## config.mk

```make
export PLATFORM = sky130hd
export DESIGN_NAME = ttag_counter
export DESIGN_NICKNAME = d
export VERILOG_FILES = /design/src/rtl/ttag_pkg.sv /design/src/rtl/ttag_prescaler.sv /design/src/rtl/ttag_ext_sync.sv /design/src/rtl/ttag_count_core.sv /design/src/rtl/ttag_counter.sv
export SDC_FILE = /design/constraint.sdc
export NUM_CORES = 1
export LEC_CHECK = 0
export ABC_AREA = 1
export CAP_MARGIN = 20
export CORE_ASPECT_RATIO = 0.7
export CORE_MARGIN = 2
export CORE_UTILIZATION = 40
export CTS_BUF_LIST = sky130_fd_sc_hd__clkbuf_4 sky130_fd_sc_hd__clkbuf_8
export CTS_CLUSTER_DIAMETER = 60
export CTS_CLUSTER_SIZE = 16
export DETAILED_ROUTE_END_ITERATION = 10
export HOLD_SLACK_MARGIN = 0.1
export PLACE_DENSITY = 0.69
export SETUP_SLACK_MARGIN = 0.4
export SLEW_MARGIN = 10
export SYNTH_ARGS = -nofsm -noshare
export SYNTH_HDL_FRONTEND = slang
export SYNTH_HIERARCHICAL = 1
export SYNTH_SLANG_ARGS = --single-unit
```

## constraint.sdc

```tcl
create_clock -name clk -period 3.05 [get_ports clk]
set_input_delay 0.61 -clock clk [delete_from_list [all_inputs] [get_ports clk]]
set_output_delay 0.61 -clock clk [all_outputs]
set_load 0.005 [all_outputs]
```

## src/rtl/ttag_pkg.sv

```systemverilog
package ttag_pkg;

  typedef enum logic [2:0] {
    SRC_OFF  = 3'd0,
    SRC_EXT  = 3'd1,
    SRC_2US  = 3'd2,
    SRC_4US  = 3'd3,
    SRC_8US  = 3'd4,
    SRC_16US = 3'd5,
    SRC_32US = 3'd6,
    SRC_64US = 3'd7
  } src_sel_e;

  // True for the six codes that use the internal prescaler.
  function automatic logic src_is_internal(logic [2:0] s);
    return s >= SRC_2US;
  endfunction

  // Tick period in microseconds: 2^(code-1); zero for non-internal codes.
  function automatic int unsigned period_us(logic [2:0] s);
    if (s < SRC_2US) return 0;
    return 32'd1 << (s - 3'd1);
  endfunction

  // Tick period in system-clock cycles.
  function automatic int unsigned period_cycles(logic [2:0] s, int unsigned cyc_per_us);
    return period_us(s) * cyc_per_us;
  endfunction

endpackage

```

## src/rtl/ttag_prescaler.sv

```systemverilog
module ttag_prescaler
  import ttag_pkg::*;
#(
  parameter int unsigned CYCLES_PER_US = 2
) (
  input  logic       clk,
  input  logic       rst,
  input  logic       clr,
  input  logic [2:0] sel,
  output logic       tick
);
  localparam int unsigned MAX_CYC = CYCLES_PER_US * 64;
  localparam int unsigned PH_W    = $clog2(MAX_CYC);

  logic [2:0]      sel_q;
  logic            sel_chg;
  logic            restart;
  logic            int_mode;
  logic [PH_W-1:0] phase_q;
  logic [PH_W-1:0] last_phase;
  logic            phase_end;

  always_comb begin
    int_mode   = src_is_internal(sel);
    sel_chg    = (sel != sel_q);
    restart    = sel_chg | clr;
    last_phase = int_mode ? PH_W'(period_cycles(sel, CYCLES_PER_US) - 1) : '0;
    phase_end  = (phase_q == last_phase);
    tick       = int_mode & ~restart & phase_end;
  end

  always_ff @(posedge clk) begin
    if (rst) sel_q <= SRC_OFF;
    else     sel_q <= sel;
  end

  always_ff @(posedge clk) begin
    if (rst || restart || !int_mode) phase_q <= '0;
    else if (phase_end)              phase_q <= '0;
    else                             phase_q <= phase_q + 1'b1;
  end

  // the phase never runs past the terminal value of the selected period
  p_phase_bounded_r4: assert property (@(posedge clk) disable iff (rst)
    (int_mode && !restart) |-> (phase_q <= last_phase));

  // a change of source code restarts the phase
  p_restart_on_change_r5: assert property (@(posedge clk) disable iff (rst)
    sel_chg |=> (phase_q == '0));

  // a clear restarts the phase
  p_restart_on_clear_r7: assert property (@(posedge clk) disable iff (rst)
    clr |=> (phase_q == '0));

endmodule

```

## src/rtl/ttag_ext_sync.sv

```systemverilog
module ttag_ext_sync #(
  parameter int unsigned STAGES = 2
) (
  input  logic clk,
  input  logic rst,
  input  logic pin,
  output logic rise
);
  logic [STAGES-1:0] sync_q;
  logic              prev_q;

  for (genvar i = 0; i < STAGES; i++) begin : g_stage
    if (i == 0) begin : g_first
      always_ff @(posedge clk) begin
        if (rst) sync_q[0] <= 1'b0;
        else     sync_q[0] <= pin;
      end
    end else begin : g_next
      always_ff @(posedge clk) begin
        if (rst) sync_q[i] <= 1'b0;
        else     sync_q[i] <= sync_q[i-1];
      end
    end
  end

  always_ff @(posedge clk) begin
    if (rst) prev_q <= 1'b0;
    else     prev_q <= sync_q[STAGES-1];
  end

  assign rise = sync_q[STAGES-1] & ~prev_q;

  // one pin edge yields a single-cycle rise pulse
  p_rise_single_r3: assert property (@(posedge clk) disable iff (rst)
    rise |=> !rise);

endmodule

```

## src/rtl/ttag_count_core.sv

```systemverilog
module ttag_count_core #(
  parameter int unsigned CNT_W = 16
) (
  input  logic             clk,
  input  logic             rst,
  input  logic             clr,
  input  logic             adv,
  output logic [CNT_W-1:0] value
);
  always_ff @(posedge clk) begin
    if (rst || clr) value <= '0;
    else if (adv)   value <= value + 1'b1;
  end

  // clear wins over advance
  p_clear_zeroes_r7: assert property (@(posedge clk) disable iff (rst)
    clr |=> (value == '0));

  // step is exactly one, wrapping modulo 2^CNT_W
  p_step_one_r6: assert property (@(posedge clk) disable iff (rst)
    (!clr && adv) |=> (value == CNT_W'($past(value) + 1'b1)));

  // without an advance the value stays
  p_hold_r2: assert property (@(posedge clk) disable iff (rst)
    (!clr && !adv) |=> $stable(value));

endmodule

```

## src/rtl/ttag_counter.sv

```systemverilog
module ttag_counter
  import ttag_pkg::*;
#(
  parameter int unsigned CNT_W         = 16,
  parameter int unsigned CYCLES_PER_US = 2,
  parameter int unsigned SYNC_STAGES   = 2
) (
  input  logic             clk,
  input  logic             rst,
  input  logic [2:0]       src_sel,
  input  logic             ext_tick,
  input  logic             clr,
  output logic [CNT_W-1:0] count
);
  logic int_tick;
  logic ext_rise;
  logic advance;

  ttag_prescaler #(.CYCLES_PER_US(CYCLES_PER_US)) u_pre (
    .clk  (clk),
    .rst  (rst),
    .clr  (clr),
    .sel  (src_sel),
    .tick (int_tick)
  );

  ttag_ext_sync #(.STAGES(SYNC_STAGES)) u_sync (
    .clk  (clk),
    .rst  (rst),
    .pin  (ext_tick),
    .rise (ext_rise)
  );

  always_comb begin
    if (src_sel == SRC_EXT)             advance = ext_rise;
    else if (src_is_internal(src_sel))  advance = int_tick;
    else                                advance = 1'b0;
  end

  ttag_count_core #(.CNT_W(CNT_W)) u_core (
    .clk   (clk),
    .rst   (rst),
    .clr   (clr),
    .adv   (advance),
    .value (count)
  );

  // an external edge never advances the count while an internal code is selected
  p_ext_ignored_r8: assert property (@(posedge clk) disable iff (rst)
    (src_is_internal(src_sel) && ext_rise && !int_tick && !clr) |=> $stable(count));

  // code 000 freezes the count
  p_off_holds_r2: assert property (@(posedge clk) disable iff (rst)
    (src_sel == SRC_OFF && !clr) |=> $stable(count));

endmodule

```

==> flow_summary.toml <==
[outcome]
status = "finished, final reports clean"

[timing]
rsz0062_at_grt = "false"
worst_pin_slew_ps = 559
timing.slew.headroom_pct = 62.6
clock.fmax_mhz = 414
finalHoldViolCount = 0
drv_slew = 0
tns_ps = 0
min_period_ps = 2420
period_share_pct = 79.2
fin_skew_ps = 5.68
setup_viol = 0

[route]
drc = 0
dr_total_vias = 1481
viasPerCell = 4.72
antenna_left = 0
wirelength_um = 3460
first_pass_iters = 4
drt_iter0_drc = 118
drt-wirelength-per-cell_um = 11.0

[finish]
antennaDiodeCount = 0
multi_input_area_sq_um = 831
regArea_sq_um = 581
drive_gt1_share_pct = 17.4
area_delta_synth_final_pct = 33.6
layout.nets = 273
n_fill_cell = 358

[clock_tree]
root_buffer = "clkbuf_8"
hold_buffers = 0
path_clk_slew_ps = 70
clockBufferDepth = 2
cts.sinks = 29
cts_inserted_buffers = 5
clk_latency_ps = 290
htree_num_levels = 2
cts_tree = "done"

[global_routing]
grt_overflow = 0
grt_max_degree = 11
antenna_found_initial = 0
grt_pass1_wl_um = 5860
grt_pass1_vias = 1245
track_usage_pct = 17.6

[critical_path]
reg2reg_depth = 17
arrival_ps = 2600
endpoint_kind = "register"
startpoint_type = "input pin"
r2r-start = "u_pre/phase_q[0]"
path_class = "in2reg"
crit_fanout = 5
cp-startpoint = "src_sel[2]"
cp.required_ps = 3230

[synth]
synth_area_leaders = "dfxtp_1 (38%), nor2_1 (12%), nand2_1 (10%)"
syn_area_sq_um = 1510
ys_seq_area_share_pct = 38.5
synth-edff-count = 0
synth_nets = 235
syn_area_per_cell_sq_um = 6.71
synth-async-reset-ratio_pct = 0
yosys_warnings = 6
ys_types = 22
yosys.area.top_type = "dfxtp_1"
netlist_instances = 225
synth_common_cells = "nor2_1 (48), nand2_1 (42), dfxtp_1 (29)"
ys_ff_latch = 29
yosysTopAreaCellShare_pct = 38.5
synth.most_common_cell = "nor2_1"
synth-main-ff-cell = "dfxtp_1"

[floorplan]
die_w_um = 77.4
io_pins = 23
die_area_sq_um = 4290
num_rows = 18
fp.coreArea_sq_um = 3560
die_h_um = 55.4
start_util_pct = 42.4

[power]
total_power_w = 0.000878
power.density_nw_per_um2 = 436
vdd_ir_drop_max_mv = 0.269
leakage_nw = 0.807

[placed_design]
port_buffers = 22
routabilityCongestion = 0.841
dp_hpwl_um = 2520

[hold_path]
min_from = "u_sync/sync_q[0]"
hold_class = "reg2reg"
whs_path_depth = 2

[job]
drv_cap = 0
## stage by stage
stage	worst slack [ps]	utilization (%)	hold slack [ps]	cells	area [sq um]
floorplan	601	-	388	225	1510
detailed placement	5.36	51.9	393	305	1850
global route	415	56.6	431	314	2020
finish	633	56.6	402	314	2020
global placement	40.0	51.9	389	305	1850
CTS	391	55.3	403	313	1970
## per-layer routing
layer	track usage [%]	routed length, um	up-vias	share of wire, %
met3	4.90	272	8	7.9
met5	0	0	-	0
met1	27.1	1790	649	52
met4	9.95	85	0	2.5
met2	21.2	1310	38	38
li1	-	-	786	-
## critical path: stages
cell and delay, ps:
dlymetal6s2s_1 140, inv_2 60, nand3_1 60, ha_2 210, inv_2 50, nand2_1 60
nand2_2 70, nand2_1 50, nand2_1 50, nand2_1 50, nor2_2 100, nand3_2 80
nor2_1 110, inv_1 40, o21ai_1 60, nand2_1 70, inv_2 110, nand2_2 80
nor2_4 160, nand2_4 90, nor2_4 90, nand3_1 70, nand2_1 70, nor2_1 40
## sequential cells by signal, summed over array words and instances, names as in the netlist
register	flops
u_pre/phase_q	7
u_sync/prev_q	1
u_sync/sync_q	2
u_pre/sel_q	3
u_core/value	16
## cell usage in the layout (no fill, tap or decap), types with 2 or more instances in the layout
cell type and instances:
buf_4 9, clkbuf_8 6, nand2_2 4, nand3_1 16, inv_2 7, nor2_4 4, o21ai_0 5, ha_1 2
o21ai_1 6, inv_1 24, nand2_1 41, xor2_1 4, a21oi_1 11, nor2_2 5, nand4_1 4, nor2_1 47
xnor2_1 2, dfxtp_1 29, nor3_1 4, clkdlybuf4s50_1 19, dlymetal6s2s_1 2
## logic make-up after synthesis
| group | Yosys count | share of synthesized area (%) |
|---|---|---|
| AND/OR/NAND/NOR | 129 | 38.5 |
| XOR/XNOR | 6 | 3.48 |
| flip-flops | 29 | 38.5 |
| AO/OA/AOI/OAI | 24 | 8.13 |
| adder cells (fa/ha/maj) | 3 | 2.49 |
| buffers and inverters | 33 | 8.71 |
| other | 1 | 0.249 |
## worst paths after layout
| check | end | slack, ps |
|---|---|---|
| max reg2reg | u_core/value[13] | 1000 |
| min reg2reg | u_sync/sync_q[1] | 400 |
| max | u_core/value[13] | 630 |
| min | u_sync/sync_q[1] | 400 |
## where the power goes
group | total [W] | switching (W) | internal (W) | leakage, nW
Combinational | 0.0000710 | 0.0000392 | 0.0000318 | 0.515
Sequential | 0.000386 | 0.00000285 | 0.000384 | 0.235
Clock | 0.000421 | 0.000155 | 0.000265 | 0.0574
Total | 0.000878 | 0.000198 | 0.000681 | 0.807
## timing repair
item / CTS / global route
resized for setup: 2 / 15
endpoints found under the setup margin: 10 / 16
pin swaps: 1 / 9
buffers inserted: 0 / 1
## layout make-up
type                            instances  share of cell area, %
Clock buffer                            6                   4.10
Sequential cell                        29                   28.8
Clock inverter                          2                   1.86
Timing Repair Buffer                   32                   14.8
Multi-Input combinational cell        163                   41.2
Tap cell                               50                   3.10
Inverter                               32                   6.08
No activity file was read; power rests on OpenSTA's default activity.
